--- config.mk ---
export PLATFORM = sky130hd
export DESIGN_NAME = dl_pkt_parser
export DESIGN_NICKNAME = d
export VERILOG_FILES = /design/src/rtl/dl_pkg.sv /design/src/rtl/dl_cmd_check.sv /design/src/rtl/dl_sum_acc.sv /design/src/rtl/dl_addr_gen.sv /design/src/rtl/dl_pkt_parser.sv
export SDC_FILE = /design/constraint.sdc
export NUM_CORES = 1
export LEC_CHECK = 0
export CAP_MARGIN = 20
export CORE_AREA = 2 2 113 115
export CTS_CLUSTER_SIZE = 14
export DETAILED_ROUTE_END_ITERATION = 7
export DIE_AREA = 0 0 115 117
export GPL_TIMING_DRIVEN = 0
export PLACE_DENSITY_LB_ADDON = 0.3
export SYNTH_ARGS = -nofsm -noshare
export SYNTH_HDL_FRONTEND = slang
export SYNTH_SLANG_ARGS = --single-unit
--- constraint.sdc ---
create_clock -name clk_i -period 2.03 [get_ports clk_i]
set_input_delay 0.3045 -clock clk_i [delete_from_list [all_inputs] [get_ports clk_i]]
set_output_delay 0.3045 -clock clk_i [all_outputs]
set_load 0.02 [all_outputs]
--- src/rtl/dl_pkg.sv ---
package dl_pkg;
  localparam logic [7:0] MARK0    = 8'h07;
  localparam logic [7:0] MARK1    = 8'h0E;
  localparam logic [7:0] RESP_ACK = 8'h06;
  localparam logic [7:0] RESP_NAK = 8'h07;

  localparam logic [7:0] CMD_ERASE   = 8'h45;
  localparam logic [7:0] CMD_WRITE   = 8'h57;
  localparam logic [7:0] CMD_VERIFY  = 8'h56;
  localparam logic [7:0] CMD_PROTECT = 8'h50;
  localparam logic [7:0] CMD_RUN     = 8'h52;

  typedef enum logic [2:0] {
    ST_HUNT,
    ST_MARK,
    ST_LEN,
    ST_BODY,
    ST_SUM
  } pst_e;
endpackage

--- src/rtl/dl_cmd_check.sv ---
module dl_cmd_check
  import dl_pkg::*;
(
  input  logic [7:0] cmd_i,
  output logic       ok_o
);
  always_comb begin
    unique case (cmd_i)
      CMD_ERASE, CMD_WRITE, CMD_VERIFY, CMD_PROTECT, CMD_RUN: ok_o = 1'b1;
      default: ok_o = 1'b0;
    endcase
  end
endmodule

--- src/rtl/dl_sum_acc.sv ---
module dl_sum_acc #(
  parameter int W = 8
) (
  input  logic         clk_i,
  input  logic         rst_ni,
  input  logic         load_i,
  input  logic         add_i,
  input  logic [W-1:0] byte_i,
  output logic         zero_o
);
  logic [W-1:0] sum_q;

  always_ff @(posedge clk_i or negedge rst_ni) begin
    if (!rst_ni)      sum_q <= '0;
    else if (load_i)  sum_q <= byte_i;
    else if (add_i)   sum_q <= sum_q + byte_i;
  end

  // sum including the byte on the input now (used on the checksum byte)
  logic [W-1:0] sum_next;
  assign sum_next = sum_q + byte_i;
  assign zero_o   = (sum_next == '0);
endmodule

--- src/rtl/dl_addr_gen.sv ---
module dl_addr_gen #(
  parameter int ADDR_W = 32
) (
  input  logic              clk_i,
  input  logic              rst_ni,
  input  logic              shift_i,
  input  logic              inc_i,
  input  logic [7:0]        byte_i,
  output logic [ADDR_W-1:0] addr_o
);
  logic [ADDR_W-1:0] addr_q;

  always_ff @(posedge clk_i or negedge rst_ni) begin
    if (!rst_ni)       addr_q <= '0;
    else if (shift_i)  addr_q <= {addr_q[ADDR_W-9:0], byte_i};
    else if (inc_i)    addr_q <= addr_q + 1'b1;
  end

  assign addr_o = addr_q;
endmodule

--- src/rtl/dl_pkt_parser.sv ---
module dl_pkt_parser
  import dl_pkg::*;
#(
  parameter int ADDR_W  = 32,
  parameter int LEN_W   = 8,
  parameter int MAX_LEN = 255
) (
  input  logic              clk_i,
  input  logic              rst_ni,
  input  logic              rx_valid_i,
  input  logic [7:0]        rx_data_i,
  output logic              pay_valid_o,
  output logic [7:0]        pay_data_o,
  output logic [ADDR_W-1:0] pay_addr_o,
  output logic              done_o,
  output logic [7:0]        done_cmd_o,
  output logic              done_ok_o,
  output logic [7:0]        resp_o
);
  localparam int ADDR_BYTES = ADDR_W / 8;
  localparam int MIN_LEN    = 1 + ADDR_BYTES;

  pst_e             st_q;
  logic [LEN_W-1:0] len_q;
  logic [LEN_W-1:0] idx_q;
  logic [7:0]       cmd_q;

  logic in_body, in_sum, last_body, len_ok, cmd_ok, addr_byte, pay_byte, sum_zero;
  logic [ADDR_W-1:0] addr_cur;

  assign in_body   = rx_valid_i && (st_q == ST_BODY);
  assign in_sum    = rx_valid_i && (st_q == ST_SUM);
  assign last_body = ({1'b0, idx_q} + 1'b1) == {1'b0, len_q};
  assign len_ok    = (int'(len_q) >= MIN_LEN) && (int'(len_q) <= MAX_LEN);
  assign addr_byte = in_body && (idx_q != '0) && (int'(idx_q) <= ADDR_BYTES);
  assign pay_byte  = in_body && (int'(idx_q) >= MIN_LEN) && cmd_ok && len_ok;

  dl_cmd_check u_cmd (
    .cmd_i (cmd_q),
    .ok_o  (cmd_ok)
  );

  dl_sum_acc #(.W(8)) u_sum (
    .clk_i  (clk_i),
    .rst_ni (rst_ni),
    .load_i (rx_valid_i && (st_q == ST_LEN)),
    .add_i  (in_body),
    .byte_i (rx_data_i),
    .zero_o (sum_zero)
  );

  dl_addr_gen #(.ADDR_W(ADDR_W)) u_addr (
    .clk_i   (clk_i),
    .rst_ni  (rst_ni),
    .shift_i (addr_byte),
    .inc_i   (pay_byte),
    .byte_i  (rx_data_i),
    .addr_o  (addr_cur)
  );

  always_ff @(posedge clk_i or negedge rst_ni) begin
    if (!rst_ni) begin
      st_q  <= ST_HUNT;
      len_q <= '0;
      idx_q <= '0;
      cmd_q <= '0;
    end else if (rx_valid_i) begin
      unique case (st_q)
        ST_HUNT: if (rx_data_i == MARK0) st_q <= ST_MARK;
        ST_MARK: begin
          if (rx_data_i == MARK1)      st_q <= ST_LEN;
          else if (rx_data_i != MARK0) st_q <= ST_HUNT;
        end
        ST_LEN: begin
          len_q <= rx_data_i[LEN_W-1:0];
          idx_q <= '0;
          cmd_q <= '0;
          st_q  <= (rx_data_i == 8'h00) ? ST_SUM : ST_BODY;
        end
        ST_BODY: begin
          if (idx_q == '0) cmd_q <= rx_data_i;
          idx_q <= idx_q + 1'b1;
          if (last_body) st_q <= ST_SUM;
        end
        ST_SUM:  st_q <= ST_HUNT;
        default: st_q <= ST_HUNT;
      endcase
    end
  end

  always_ff @(posedge clk_i or negedge rst_ni) begin
    if (!rst_ni) begin
      pay_valid_o <= 1'b0;
      pay_data_o  <= '0;
      pay_addr_o  <= '0;
      done_o      <= 1'b0;
      done_cmd_o  <= '0;
      done_ok_o   <= 1'b0;
      resp_o      <= '0;
    end else begin
      pay_valid_o <= pay_byte;
      done_o      <= in_sum;
      if (pay_byte) begin
        pay_data_o <= rx_data_i;
        pay_addr_o <= addr_cur;
      end
      if (in_sum) begin
        done_cmd_o <= cmd_q;
        done_ok_o  <= sum_zero && len_ok && cmd_ok;
        resp_o     <= (sum_zero && len_ok && cmd_ok) ? RESP_ACK : RESP_NAK;
      end
    end
  end
endmodule

==> reports/qor.csv <==
stage,metric,value,unit
sta,fmaxAchievable,468,MHz
placement,pre_cts_slack,-1.03,ns
min_path,hold_depth,3,
floorplanning,area_of_the_die,13500,µm²
power_and_ir_drop,power_frac_comb,36.9,%
layout,flow.area_growth_from_synthesis,37.2,%
clocking,tritoncts.num_buffers,17,
route,drt_first_iter_violations,516,
route,drcViolationCount,0,
worst_setup_path,timing.rr.end,u_addr.addr_o[31]$_DFFE_PN0P_,
route,post_drt_wl_per_cell,19.8,µm
power_and_ir_drop,leakage_power_summed_over_all_cells,0.00375,µW
power_and_ir_drop,power.ir.vdd_worst,0.849,mV
floorplanning,dieHeight,117,µm
placement,placement.cell_area,7050,µm²
power_and_ir_drop,power.internal,6780,µW
worst_setup_path,worst_path_max_delay_cell,or4_4,
clocking,clock_path_buffers,2,
worst_setup_path,critical_path_required,2.38,ns
synth,synth_sequential_area_ratio,48.7,%
synth,synth_edf_count,0,
clocking,htree_levels,4,
placement,dp.cells,831,
sta,clock-skew-final,0.00883,ns
sta,final_min_period_over_clock_period,105,%
clocking,cts_tree,done,
run_status,violations,setup timing,
min_path,worst_hold_path.endpoint,cmd_q[2]$_DFFE_PN0P_,
worst_setup_path,worstPathArrival,2.48,ns
synth,synth_ff_type,dfrtp_1,
synth,yosysTopAreaCell,dfrtp_1,
global_routing,gr-total-overflow,0,
clocking,clockRootBuffer,clkbuf_16,
synth,synth-async-reset-ratio,100,%
synth,synth_warnings,0,
sta,fin_ws,-0.105,ns
power_and_ir_drop,p_per_area,1250,nW/µm²
layout,antennaDiodeCount,0,
floorplanning,die_width,115,µm
route,route.antenna.remaining_nets,0,
power_and_ir_drop,swShare,35.8,%
clocking,clkLatencyLatePin,0.43,ns
power_and_ir_drop,power.clock.fraction,27.3,%
sta,timing.max_slew.rel_slack,54.7,%
synth,most_frequent_cells_after_synthesis,"dfrtp_1 (120), nand2_1 (74), o21ai_0 (55)",
route,met2_wirelength,9170,µm
synth,yosys-top-cells-area,"dfrtp_1 (49%), mux2_2 (8.6%), nand2_1 (4.5%)",
worst_setup_path,crit_path_max_incr_delay,0.48,ns
floorplanning,initial_utilization,50.1,%
worst_setup_path,crit_path_max_fanout,5,
worst_setup_path,crit_start_category,flip-flop,
global_routing,first_global_vias,5212,
layout,fin_nets,774,
synth,synth_cell_type_count,61,
floorplanning,placeableCoreArea,12300,µm²
synth,synth.avg_cell_area,10.1,µm²
sta,timing_worst_slew_pin_value,0.676,ns
clocking,cts.sinks,120,
worst_setup_path,timing.setup.critical_path_class,reg -> reg,
synth,ys_seq_elements,120,
synth,synthMostInstantiatedCell,dfrtp_1,
layout,final_layout_size_suffix_gt1_share,28.5,%
sta,rsz0062_at_grt,true,
route,met1_length,6770,µm
sta,finalCriticalPeriod,2.14,ns
layout,post_layout_nonfiller_instances,912,
global_routing,grt_usage,25.7,%
synth,syn-cell-area,6160,µm²
worst_setup_path,worst_case_register_to_register_setup_slack,-0.11,ns
power_and_ir_drop,finalPower,10600,µW
route,dr_wl_met3,1180,µm
worst_setup_path,timing.reg2reg.worst_path_depth,8,
route,drt-total-wl,18000,µm
route,via_per_instance_ratio,6.15,
placement,placement.io_buffers,63,
placement,hpwl,10800,µm
worst_setup_path,element_type_at_the_critical_path_end,flip-flop,
run_status,status,"finished, violations left",
power_and_ir_drop,p_seq_share,35.8,%
route,drt_first_pass_iters,5,
clocking,cts.reportedPaths.clkPinSlew,0.05,ns
min_path,min_from,rx_data_i[2],
sta,final-max-slew-violation-count,0,
floorplanning,io_pins,70,
global_routing,initial_antenna_violation_count,0,
floorplanning,num_rows,41,
global_routing,pin_count_of_the_biggest_net_entering_global_routing,83,
synth,synthCells,613,
sta,timing_hold_violations_final,0,
synth,synth_top_area_share,48.7,%
power_and_ir_drop,p_switching,3780,µW
sta,setup_viol,20,
placement,place_congestion,0.910,
route,number_of_vias_in_the_routed_layout,5610,
job,maxCapViolations,0,
min_path,worstHoldPathType,in -> reg,
layout,final.fill_count,910,
layout,stdcell_area,8460,µm²
route,highest-signal-layer,met4,
worst_setup_path,worst_r2r_startpoint,cmd_q[3]$_DFFE_PN0P_,
global_routing,grt_first_pass_wirelength,26400,µm
sta,final.setup.tns,-0.903,ns
worst_setup_path,crit_path_cell_trace,nor4b_2 -> o21ai_1 -> nor3_4 -> buf_6 -> buf_4 -> nand3_4 -> or4_4 -> a31oi_4,
-- repair_timing --
item	CTS	global route
pin swaps	29	26
hold endpoints to repair	38	0
gates resized for setup	68	61
hold buffers	1	0
setup endpoints to repair	100	86
gates cloned	1	3
buffers inserted	28	23
-- worst max-delay path by stage --
| stage | from | endpoint | slack [ns] | cells after the start |
|---|---|---|---|---|
| final | cmd_q[3]$_DFFE_PN0P_ | u_addr.addr_o[31]$_DFFE_PN0P_ | -0.11 | 8 |
| after global routing | cmd_q[3]$_DFFE_PN0P_ | u_addr.addr_o[7]$_DFFE_PN0P_ | -0.28 | 9 |
| after CTS | cmd_q[7]$_DFFE_PN0P_ | u_addr.addr_o[6]$_DFFE_PN0P_ | -0.06 | 9 |
| after detailed placement | rx_data_i[0] | resp_o[0]$_DFFE_PN0P_ | -1.03 | 10 |
| after global placement | rst_ni | idx_q[0]$_DFFE_PN0P_ | -4.39 | 1 |
| after floorplan | idx_q[3]$_DFFE_PN0P_ | pay_data_o[4]$_DFFE_PN0P_ | 0.002 | 6 |
-- worst max-delay path: cells and delay by family (launching register included) --
family | cells | cell delay, ns
AO/OA/AOI/OAI | 2 | 0.33
AND/OR/NAND/NOR | 4 | 1.03
flip-flops | 1 | 0.41
buffers and inverters | 2 | 0.28
-- per-layer routing --
layer / vias to the layer above / track usage [%]
met2: 283 / 43.6
li1: 2461 / -
met1: 2781 / 30.3
met4: 0 / 14.5
met3: 85 / 5.72
met5: - / 0
-- area by class of cell --
type	instances	area [µm²]	area share [%]
Buffer	35	254	3.00
Tap cell	150	188	2.22
Multi-Input combinational cell	437	3230	38.2
Timing Repair Buffer	118	1130	13.3
Clock inverter	2	35.0	0.414
Inverter	22	86.3	1.02
Clock buffer	28	527	6.23
Sequential cell	120	3010	35.6
-- layout by cell type (no fill, tap or decap), types with 4 or more instances in the layout --
cell             instances
dfrtp_1                114
nand2_1                 72
clkdlybuf4s50_1         54
buf_4                   53
o21ai_0                 47
mux2_2                  47
nor2_1                  32
clkbuf_16               19
inv_1                   17
nand3_1                 17
nand4_1                 15
a31oi_1                 15
xnor2_1                 14
xor2_1                  13
clkbuf_1                12
mux2i_1                 12
a21oi_1                 11
buf_6                   10
o21ai_1                  9
nor3_1                   9
or4_1                    8
clkbuf_8                 7
clkbuf_2                 6
and3_1                   6
dfrtp_2                  6
dlygate4sd2_1            6
a21o_1                   5
buf_2                    5
or3_1                    5
ha_1                     5
conb_1                   5
nor2b_1                  4
and4_1                   4
o31ai_2                  4
buf_8                    4
o31ai_1                  4
ha_4                     4
-- state kept, by name, indices dropped and copies added, names as in the netlist --
name / count
done_cmd_o: 8
pay_addr_o: 32
idx_q: 8
pay_valid_o: 1
done_o: 1
pay_data_o: 8
done_ok_o: 1
len_q: 8
u_sum.sum_q: 8
resp_o: 2
u_addr.addr_o: 32
st_q: 3
cmd_q: 8
-- power by group through the flow --
stage	clock, µW	combinational [µW]	sequential [µW]
6_report	2880	3890	3780
2_1_floorplan	0	2100	3690
3_5_place_dp	0	3150	3690
4_1_cts	2890	3560	3680
3_3_place_gp	0	3050	3660
5_1_grt	3010	4210	3870
-- stage by stage --
stage                     hold slack [ns]  utilization [%]
after floorplan                   0.00891                -
after global placement              0.464             57.1
after detailed placement            0.233             57.3
after CTS                           0.366             65.5
after global routing                0.343             68.7
final                               0.318             68.7
-- logic make-up (layout without fill, tap and decap cells) --
kind of cell             after synthesis  count (layout)  share of synthesized area, %
buffers and inverters                 61             205                          4.44
XOR/XNOR                              29              29                          4.12
AND/OR/NAND/NOR                      212             213                          17.9
other                                  1               5                        0.0608
AO/OA/AOI/OAI                        119             119                          11.7
flip-flops                           120             120                          48.7
adder cells (fa/ha/maj)               12              12                          2.56
multiplexers                          59              59                          10.5
(Power assumes the default switching activity.)
